File: config.mk
export PLATFORM = sky130hd
export DESIGN_NAME = evt_step_dispatch
export DESIGN_NICKNAME = d
export VERILOG_FILES = /design/src/rtl/stepd_pkg.sv /design/src/rtl/stepd_pend_fifo.sv /design/src/rtl/stepd_slice_timer.sv /design/src/rtl/stepd_prio_pick.sv /design/src/rtl/evt_step_dispatch.sv
export SDC_FILE = /design/constraint.sdc
export NUM_CORES = 1
export LEC_CHECK = 0
export ABC_CLOCK_PERIOD_IN_PS = 2700
export BUFFER_PORTS_ARGS = -buffer_cell sky130_fd_sc_hd__buf_2
export CORE_ASPECT_RATIO = 2
export CORE_UTILIZATION = 30
export CTS_CLUSTER_SIZE = 40
export DETAILED_ROUTE_END_ITERATION = 8
export SYNTH_ARGS = -nofsm -noshare
export SYNTH_HDL_FRONTEND = slang
export SYNTH_HIERARCHICAL = 1
export SYNTH_SLANG_ARGS = --single-unit
export TNS_END_PERCENT = 5
File: constraint.sdc
create_clock -name clk -period 2.7 [get_ports clk]
set_input_delay 0.27 -clock clk [delete_from_list [all_inputs] [get_ports clk]]
set_output_delay 0.27 -clock clk [all_outputs]
set_load 0.01 [all_outputs]
File: src/rtl/stepd_pkg.sv
package stepd_pkg;

  typedef enum logic [1:0] {
    EV_TICK = 2'd0,
    EV_IN   = 2'd1,
    EV_OUT  = 2'd2,
    EV_RSV  = 2'd3
  } evt_kind_e;

  // Action bit positions; lower index wins.
  localparam int ACT_IO      = 0;
  localparam int ACT_IDLE    = 1;
  localparam int ACT_TRAP    = 2;
  localparam int ACT_SVC     = 3;
  localparam int ACT_PREEMPT = 4;
  localparam int ACT_EXEC    = 5;
  localparam int N_ACT       = 6;

endpackage

File: src/rtl/stepd_pend_fifo.sv
module stepd_pend_fifo #(
  parameter int DEPTH = 4,
  parameter int W     = 12
) (
  input  logic         clk,
  input  logic         rst,
  input  logic         push,
  input  logic         pop,
  input  logic [W-1:0] din,
  output logic [W-1:0] dout,
  output logic         empty,
  output logic         full
);

  localparam int PTR_W = (DEPTH > 1) ? $clog2(DEPTH) : 1;
  localparam int CNT_W = $clog2(DEPTH + 1);
  localparam logic [PTR_W-1:0] LAST = PTR_W'(DEPTH - 1);
  localparam logic [CNT_W-1:0] CNT_MAX = CNT_W'(DEPTH);

  logic [W-1:0]     mem [DEPTH];
  logic [PTR_W-1:0] wr_ptr, rd_ptr;
  logic [CNT_W-1:0] cnt;
  logic             do_push, do_pop;

  assign empty   = (cnt == '0);
  assign full    = (cnt == CNT_MAX);
  assign do_pop  = pop && !empty;
  assign do_push = push && (!full || do_pop);
  assign dout    = mem[rd_ptr];

  // storage without reset so it can map to RAM
  always_ff @(posedge clk) begin
    if (do_push) mem[wr_ptr] <= din;
  end

  always_ff @(posedge clk) begin
    if (rst) begin
      wr_ptr <= '0;
      rd_ptr <= '0;
      cnt    <= '0;
    end else begin
      if (do_push) wr_ptr <= (wr_ptr == LAST) ? '0 : wr_ptr + 1'b1;
      if (do_pop)  rd_ptr <= (rd_ptr == LAST) ? '0 : rd_ptr + 1'b1;
      case ({do_push, do_pop})
        2'b10:   cnt <= cnt + 1'b1;
        2'b01:   cnt <= cnt - 1'b1;
        default: cnt <= cnt;
      endcase
    end
  end

endmodule

File: src/rtl/stepd_slice_timer.sv
module stepd_slice_timer #(
  parameter int W = 8
) (
  input  logic         clk,
  input  logic         rst,
  input  logic         load,
  input  logic [W-1:0] load_val,
  input  logic         dec,
  output logic [W-1:0] value,
  output logic         expired
);

  logic [W-1:0] cnt;

  always_ff @(posedge clk) begin
    if (rst)                     cnt <= '0;
    else if (load)               cnt <= load_val;
    else if (dec && cnt != '0)   cnt <= cnt - 1'b1;
  end

  assign value   = cnt;
  assign expired = (cnt == '0);

endmodule

File: src/rtl/stepd_prio_pick.sv
module stepd_prio_pick #(
  parameter int N = 6
) (
  input  logic [N-1:0] req,
  output logic [N-1:0] gnt
);

  logic seen;

  // lowest index has highest priority
  always_comb begin
    seen = 1'b0;
    for (int i = 0; i < N; i++) begin
      gnt[i] = req[i] && !seen;
      seen   = seen | req[i];
    end
  end

endmodule

File: src/rtl/evt_step_dispatch.sv
module evt_step_dispatch
  import stepd_pkg::*;
#(
  parameter int DEV_W      = 3,
  parameter int CHAR_W     = 8,
  parameter int TID_W      = 4,
  parameter int MAX_TASKS  = 15,
  parameter int SLICE_W    = 8,
  parameter int PEND_DEPTH = 4
) (
  input  logic               clk,
  input  logic               rst,
  input  logic               step_i,
  input  logic [1:0]         evt_kind_i,
  input  logic [DEV_W-1:0]   evt_dev_i,
  input  logic [CHAR_W-1:0]  evt_char_i,
  input  logic               wait_i,
  input  logic               fault_i,
  input  logic               svc_i,
  input  logic               resume_i,
  input  logic [TID_W-1:0]   resume_task_i,
  input  logic [SLICE_W-1:0] slice_len_i,
  output logic [5:0]         act_o,
  output logic               ctx_save_o,
  output logic               io_in_o,
  output logic [DEV_W-1:0]   io_dev_o,
  output logic [CHAR_W-1:0]  io_char_o,
  output logic               sup_mode_o,
  output logic [TID_W-1:0]   task_id_o,
  output logic [SLICE_W-1:0] slice_left_o
);

  localparam int PKT_W = 1 + DEV_W + CHAR_W;
  localparam logic [TID_W-1:0] TID_LIMIT = TID_W'(MAX_TASKS);

  // registered state
  logic               sup_q;
  logic [TID_W-1:0]   tid_q;
  logic [N_ACT-1:0]   act_q;
  logic               ctx_q;
  logic               io_in_q;
  logic [DEV_W-1:0]   io_dev_q;
  logic [CHAR_W-1:0]  io_char_q;

  // step decode
  logic               evt_here;
  logic               user_m;
  logic [PKT_W-1:0]   inc_pkt;
  logic [PKT_W-1:0]   q_head;
  logic [PKT_W-1:0]   src_pkt;
  logic               q_empty, q_full;
  logic               q_push, q_pop;
  logic [N_ACT-1:0]   req, gnt;
  logic               entry;
  logic               resume_ok;
  logic               slice_dec;
  logic [SLICE_W-1:0] slice_val;
  logic               slice_exp;

  assign user_m   = !sup_q;
  assign evt_here = step_i && ((evt_kind_i == EV_IN) || (evt_kind_i == EV_OUT));
  assign inc_pkt  = {(evt_kind_i == EV_IN), evt_dev_i,
                     (evt_kind_i == EV_IN) ? evt_char_i : {CHAR_W{1'b0}}};

  // queued events are older, so they go first
  assign src_pkt = q_empty ? inc_pkt : q_head;

  // supervisor mode queues every event; user mode queues behind a backlog
  assign q_push = evt_here && (sup_q || !q_empty);
  assign q_pop  = step_i && user_m && !q_empty;

  stepd_pend_fifo #(
    .DEPTH (PEND_DEPTH),
    .W     (PKT_W)
  ) u_pend (
    .clk   (clk),
    .rst   (rst),
    .push  (q_push),
    .pop   (q_pop),
    .din   (inc_pkt),
    .dout  (q_head),
    .empty (q_empty),
    .full  (q_full)
  );

  // priority ladder; handler entries are masked in supervisor mode
  assign req[ACT_IO]      = user_m && (evt_here || !q_empty);
  assign req[ACT_IDLE]    = wait_i;
  assign req[ACT_TRAP]    = user_m && fault_i;
  assign req[ACT_SVC]     = user_m && svc_i;
  assign req[ACT_PREEMPT] = user_m && slice_exp;
  assign req[ACT_EXEC]    = 1'b1;

  stepd_prio_pick #(
    .N   (N_ACT)
  ) u_pick (
    .req (req),
    .gnt (gnt)
  );

  assign entry = step_i && (gnt[ACT_IO] || gnt[ACT_TRAP] ||
                            gnt[ACT_SVC] || gnt[ACT_PREEMPT]);
  assign resume_ok = resume_i && sup_q && (resume_task_i < TID_LIMIT);
  assign slice_dec = step_i && user_m && gnt[ACT_EXEC];

  stepd_slice_timer #(
    .W        (SLICE_W)
  ) u_slice (
    .clk      (clk),
    .rst      (rst),
    .load     (resume_ok),
    .load_val (slice_len_i),
    .dec      (slice_dec),
    .value    (slice_val),
    .expired  (slice_exp)
  );

  always_ff @(posedge clk) begin
    if (rst) begin
      sup_q     <= 1'b1;
      tid_q     <= '0;
      act_q     <= '0;
      ctx_q     <= 1'b0;
      io_in_q   <= 1'b0;
      io_dev_q  <= '0;
      io_char_q <= '0;
    end else begin
      act_q <= step_i ? gnt : '0;
      ctx_q <= entry;
      if (entry)          sup_q <= 1'b1;
      else if (resume_ok) sup_q <= 1'b0;
      if (resume_ok) tid_q <= resume_task_i;
      if (step_i && gnt[ACT_IO]) begin
        io_in_q   <= src_pkt[PKT_W-1];
        io_dev_q  <= src_pkt[CHAR_W +: DEV_W];
        io_char_q <= src_pkt[CHAR_W-1:0];
      end
    end
  end

  assign act_o        = act_q;
  assign ctx_save_o   = ctx_q;
  assign io_in_o      = io_in_q;
  assign io_dev_o     = io_dev_q;
  assign io_char_o    = io_char_q;
  assign sup_mode_o   = sup_q;
  assign task_id_o    = tid_q;
  assign slice_left_o = slice_val;

endmodule

=== Yosys cells after proc, flatten, opt, wreduce, memory -nomap -nowiden ===
Memories as Yosys holds them, arrays and structs flattened. A register that Yosys moved wholly into a read port is not among the register bits.
Index checks and enable logic that the tools add are counted.

* Memories: 1
* RAM bits: 48
* Output and inout bits: 32
* Register bits: 39
* Input port bits: 32

{| class="wikitable"
|+ Memories
! name !! depth !! bits a word !! rd ports !! clocked after memory_dff !! write ports !! RTL line !! text
|-
| u_pend.mem || 4 || 12 || 1 || 1 || 1 || stepd_pend_fifo.sv:20 || <nowiki>logic [W-1:0] mem [DEPTH];</nowiki>
|}

* Eq/ne operators: 7
* Multiplexer cells: 11
* Order comparisons: 1
* Bitwise logic cells: 5
* Reduce and logical (&&, ||, !) cells: 42
* $add $sub $neg: 5

{| class="wikitable"
|+ Operators by type and width
! operator !! count
|-
| 8-bit two-way mux || 3
|-
| 1-bit logical AND || 20
|-
| 12-bit two-way mux || 1
|-
| 2-bit equality test, second input constant || 4
|-
| 1-bit zero test || 8
|-
| 8-bit zero test || 1
|-
| 2-bit two-way mux || 4
|-
| 8-bit nonzero test || 1
|-
| 8-bit by 1-bit subtractor with 8-bit output, second input constant || 1
|-
| 1-bit logical OR || 7
|-
| 3-bit one-hot mux with 2 select lines || 1
|-
| 2-bit by 1-bit adder with 2-bit output, second input constant || 2
|-
| 2-bit by 1-bit equality test with 1-bit output, second input constant || 2
|-
| 4-bit less-than comparator, second input constant || 1
|-
| 1-bit OR || 4
|-
| 2-bit nonzero test || 2
|-
| 2-bit OR reduction || 2
|-
| 3-bit by 1-bit adder with 3-bit output, second input constant || 1
|-
| 3-bit equality test, second input constant || 1
|-
| 3-bit zero test || 1
|-
| 3-bit by 1-bit subtractor with 3-bit output, second input constant || 1
|-
| 1-bit two-way mux || 2
|-
| 1-bit inverter || 1
|}

=== Depth between registers and ports, before layout ===
* Depth after elaboration: 14
* Depth in mapped cells: 11
* Gate-level depth less buffers: 11

=== Hierarchy ===
Netlist, hierarchy kept.

{| class="wikitable"
|+ Modules (own cells, without submodules)
! module !! sequential area each (um^2) !! cells each !! times used !! area an instance (um^2)
|-
| stepd_pend_fifo || 1621.6 || 128 || 1 || 2311.0
|-
| evt_step_dispatch || 480.5 || 113 || 1 || 1061.0
|-
| stepd_slice_timer || 160.2 || 59 || 1 || 515.5
|-
| stepd_prio_pick || 0.0 || 7 || 1 || 57.6
|}

=== Worst setup path after synthesis ===
Ideal clock, no wire load.

* Path kind: flip-flop to flip-flop
* Start point: reg u_pend.cnt[0]
* End point: reg u_slice.cnt[7], in the netlist u_slice/value[7]
* Required time: 2.566 ns
* Path slack: -0.210 ns
* Stages on the path, launching flop included: 12
* Setup time: 0.134 ns
* Period minus slack after synthesis: 2.910 ns
* Arrival time: 2.776 ns
* Path through: dfxtp_1 -> buf_6 -> nor3_1 -> clkbuf_1 -> a21oi_1 -> nor4_2 -> and3b_1 -> and3_1 -> or3b_2 -> nor3_1 -> mux2i_1 -> a211oi_1

* Cells in the longest elaborated chain, start to end: 12

{| class="wikitable"
|+ RTL lines
! item !! RTL line !! text
|-
| start, declared || stepd_pend_fifo.sv:22 || <nowiki>logic [CNT_W-1:0] cnt;</nowiki>
|-
| start signal, assigned || stepd_pend_fifo.sv:45 || <nowiki>2'b10: cnt <= cnt + 1'b1;</nowiki>
|-
| start signal, assigned || stepd_pend_fifo.sv:46 || <nowiki>2'b01: cnt <= cnt - 1'b1;</nowiki>
|-
| start signal, assigned || stepd_pend_fifo.sv:47 || <nowiki>default: cnt <= cnt;</nowiki>
|-
| 3-bit zero test || stepd_pend_fifo.sv:25 || <nowiki>assign empty = (cnt == '0);</nowiki>
|-
| named net q_empty || evt_step_dispatch.sv:51 || <nowiki>logic q_empty, q_full;</nowiki>
|-
| 1-bit zero test || evt_step_dispatch.sv:87 || <nowiki>assign req[ACT_IO] = user_m && (evt_here || !q_empty);</nowiki>
|-
| 1-bit logical OR || evt_step_dispatch.sv:87 ||
|-
| 1-bit logical AND || evt_step_dispatch.sv:87 ||
|-
| named net req[0] || evt_step_dispatch.sv:53 || <nowiki>logic [N_ACT-1:0] req, gnt;</nowiki>
|-
| 1-bit OR (4 in series) || stepd_prio_pick.sv:15 || <nowiki>seen = seen | req[i];</nowiki>
|-
| 1-bit zero test || stepd_prio_pick.sv:14 || <nowiki>gnt[i] = req[i] && !seen;</nowiki>
|-
| named net gnt[5] || evt_step_dispatch.sv:53 ||
|-
| 1-bit logical AND || evt_step_dispatch.sv:104 || <nowiki>assign slice_dec = step_i && user_m && gnt[ACT_EXEC];</nowiki>
|-
| named net slice_dec || evt_step_dispatch.sv:56 || <nowiki>logic slice_dec;</nowiki>
|-
| 1-bit logical AND || stepd_slice_timer.sv:18 || <nowiki>else if (dec && cnt != '0) cnt <= cnt - 1'b1;</nowiki>
|-
| 2-bit nonzero test (no source line) || n/a ||
|-
| end signal, assigned || stepd_slice_timer.sv:17 || <nowiki>else if (load) cnt <= load_val;</nowiki>
|-
| end signal, assigned || stepd_slice_timer.sv:18 ||
|-
| end, declared || stepd_slice_timer.sv:13 || <nowiki>logic [W-1:0] cnt;</nowiki>
|}

The timed path passes the listed nets, and every way through them passes these cells.
A chain may end at the register's enable or synchronous reset.

=== Worst setup path after layout ===
* Start point: reg u_slice.cnt[0], in the netlist u_slice/value[0]
* End point: reg u_slice.cnt[7], in the netlist u_slice/value[7]

* Cells in the longest elaborated chain, start to end: 7

{| class="wikitable"
|+ RTL lines
! item !! RTL line !! text
|-
| 8-bit zero test || stepd_slice_timer.sv:22 || <nowiki>assign expired = (cnt == '0);</nowiki>
|-
| named net slice_exp || evt_step_dispatch.sv:58 || <nowiki>logic slice_exp;</nowiki>
|-
| 1-bit logical AND || evt_step_dispatch.sv:91 || <nowiki>assign req[ACT_PREEMPT] = user_m && slice_exp;</nowiki>
|-
| named net req[4] || evt_step_dispatch.sv:53 ||
|-
| 1-bit OR || stepd_prio_pick.sv:15 ||
|-
| 1-bit zero test || stepd_prio_pick.sv:14 ||
|-
| named net gnt[5] || evt_step_dispatch.sv:53 ||
|-
| 1-bit logical AND || evt_step_dispatch.sv:104 ||
|-
| named net slice_dec || evt_step_dispatch.sv:56 ||
|-
| 1-bit logical AND || stepd_slice_timer.sv:18 ||
|-
| 2-bit nonzero test (no source line) || n/a ||
|}

The timed path passes the listed nets, and every way through them passes these cells. The select of a mux whose other input is x is not followed.

==> flow_summary.json <==
{
  "status": "finished clean",
  "whs_path_depth": 1,
  "place_congestion": 0.837,
  "cts_tree": "built",
  "finalHoldViolCount": 0,
  "clkSinkCount": 89,
  "leakage_nw": 1.84,
  "vdd_drop_max_v": 0.000407,
  "rows": 58,
  "reg2reg_depth": 11,
  "syn-mean-instance-area_um2": 12.9,
  "r2r-end": "u_slice/value[7]",
  "p_seq_frac": 0.497,
  "critPathArrivalTime_ps": 2700,
  "critical_path_class": "reg2reg",
  "hold_class": "in2reg",
  "grt_pass1_vias": 2642,
  "ff2ff_setup_slack_ps": 190,
  "ios": 64,
  "yosys_warnings": 6,
  "routed_wl_um": 8310,
  "grt_max_degree": 27,
  "clock_skew_ps": 4.66,
  "areaGrowthSynthToFinish_pct": 21.5,
  "end_kind": "flip-flop",
  "clockBufferDepth": 2,
  "die_h_um": 164,
  "syn_inst": 306,
  "clk_pin_slew_ps": 60,
  "core_mm2": 0.0127,
  "dp_cells": 521,
  "grt_usage": 0.129,
  "grt_setup_unrepaired": "false",
  "pwr-share-comb": 0.104,
  "vias": 2616,
  "tightest_slew_ps": 581,
  "p_int_mw": 2.34,
  "cp.required_ps": 2890,
  "tns_ps": 0,
  "layout-drive-gt1-share": 0.354,
  "start_util": 0.310,
  "total_power_mw": 3.02,
  "viasPerCell": 4.87,
  "ff_latch_area_mm2": 0.00226,
  "ctsHtreeMaxLevel": 3,
  "clock_power_share": 0.399,
  "n_antenna_cell": 0,
  "holdCritStartpoint": "evt_dev_i[1]",
  "powerDensity_mw_per_mm2": 632,
  "r2r-start": "u_slice/value[0]",
  "overflow": 0,
  "final_nets": 423,
  "die-width_um": 83.0,
  "synth_fp_nets": 347,
  "fin_crit_ps": 2510,
  "finish.utilization": 0.377,
  "drc": 0,
  "ctsHoldBuffers": 0,
  "portBuffers": 63,
  "grt_first_pass_wirelength_um": 13500,
  "p_switching_mw": 0.687,
  "fin_crit_sh": 0.929,
  "syn_area_mm2": 0.00394,
  "multiInputGateArea_mm2": 0.00154,
  "finalSetupViolCount": 0,
  "cts_buffers": 9,
  "slew_headroom": 0.612,
  "slew_violations": 0,
  "postCtsResizedCells": 0,
  "worstSkewPairLatency_ps": 330,
  "drt-pass1-iter-count": 4,
  "dieArea_mm2": 0.0136,
  "whs_ps": 169,
  "start_kind": "flip-flop",
  "postCtsSetupBuffers": 0,
  "dpl.hpwl_um": 6260,
  "drt-initial-drc-count": 97,
  "fillers": 1245,
  "ant_nets": 0,
  "crit_fanout": 4,
  "wire_per_inst_um": 15.5,
  "holdPathEnd": "u_pend/mem[0][9]",
  "max_cap_viol_count": 0,
  "final_cells": 537,
  "root_buffer": "clkbuf_16",
  "max_freq_mhz": 399,
  "antenna_found_initial": 0,
  "switching_share": 0.227
}
## registers in the layout, indices dropped and copies added (netlist names), 2 cells and up, named ones only
signal,count
io_dev_o,3
u_pend/cnt,3
task_id_o,4
act_o,6
io_char_o,8
u_slice/value,8
u_pend/mem,48
u_pend/rd_ptr,2
u_pend/wr_ptr,2
## layout make-up
class                           count  share of cell area
Clock buffer                       12              0.0494
Clock inverter                      4              0.0107
Inverter                           13              0.0102
Multi-Input combinational cell    187               0.322
Sequential cell                    89               0.473
Tap cell                          150              0.0392
Timing Repair Buffer               82              0.0957
## layer usage
layer / vias to the layer above / track usage / routed length (um)
met2: 74 / 0.238 / 4530
met1: 1231 / 0.132 / 3160
met4: 0 / 0.0799 / 323
li1: 1291 / - / -
met3: 20 / 0.0251 / 293
met5: - / 0 / 0
## placed cells by master, fill, tap and decap left out, drive strengths merged, types with 2 or more instances in the layout
| cell type | n |
|---|---|
| ha | 8 |
| o211ai | 3 |
| a21oi | 11 |
| nor3 | 3 |
| and2 | 18 |
| dfxtp | 41 |
| edfxtp | 48 |
| clkinvlp | 2 |
| o221a | 4 |
| nand2 | 13 |
| or4 | 6 |
| nor2b | 2 |
| or3 | 4 |
| clkbuf | 12 |
| o31ai | 4 |
| a211oi | 6 |
| buf | 82 |
| and3 | 5 |
| nand3 | 3 |
| xnor2 | 4 |
| and2b | 3 |
| mux2i | 6 |
| or2 | 2 |
| nor3b | 5 |
| inv | 13 |
| a311oi | 2 |
| nor2 | 13 |
| a31oi | 9 |
| nor4 | 2 |
| o21ai | 13 |
| nand2b | 10 |
| nand4b | 2 |
| mux4 | 12 |
## worst max path at each step
stage / slack (ps) / cells past startpoint / from / end
6_report: 190 / 11 / u_slice/value[0] / u_slice/value[7]
4_1_cts: 200 / 11 / u_slice/value[0] / u_slice/value[7]
3_3_place_gp: 120 / 12 / evt_kind_i[1] / u_slice/value[7]
3_5_place_dp: 80 / 12 / evt_kind_i[1] / u_slice/value[7]
5_1_grt: 40 / 11 / u_slice/value[0] / u_slice/value[5]
2_1_floorplan: 7 / 11 / u_pend/cnt[0] / u_slice/value[7]
## metrics by stage
| stage | worst slack [ps] | cell area (um2) |
|---|---|---|
| 6_report | 192 | 4790 |
| 5_1_grt | 43.2 | 4790 |
| 3_3_place_gp | 117 | 4500 |
| 2_1_floorplan | 7.08 | 3950 |
| 3_5_place_dp | 75.1 | 4500 |
| 4_1_cts | 198 | 4790 |
## critical path: stages, from the launching register on
cell	delay, ps
dfxtp_1	370
inv_1	100
ha_1	220
inv_1	70
nor4_1	50
and2b_2	210
and3b_1	210
and3_1	180
or3b_2	460
nor3_1	210
mux2i_1	210
a211oi_1	80
## power groups by stage
stage                     Clock [mW]  Sequential (mW)  Combinational (mW)
after floorplan                    0             1.54               0.178
after global placement             0             1.53               0.313
after detailed placement           0             1.53               0.319
after CTS                       1.25             1.50               0.320
after global routing            1.30             1.51               0.347
final                           1.21             1.50               0.315
Note: power is estimated with default switching activity, not from simulation.
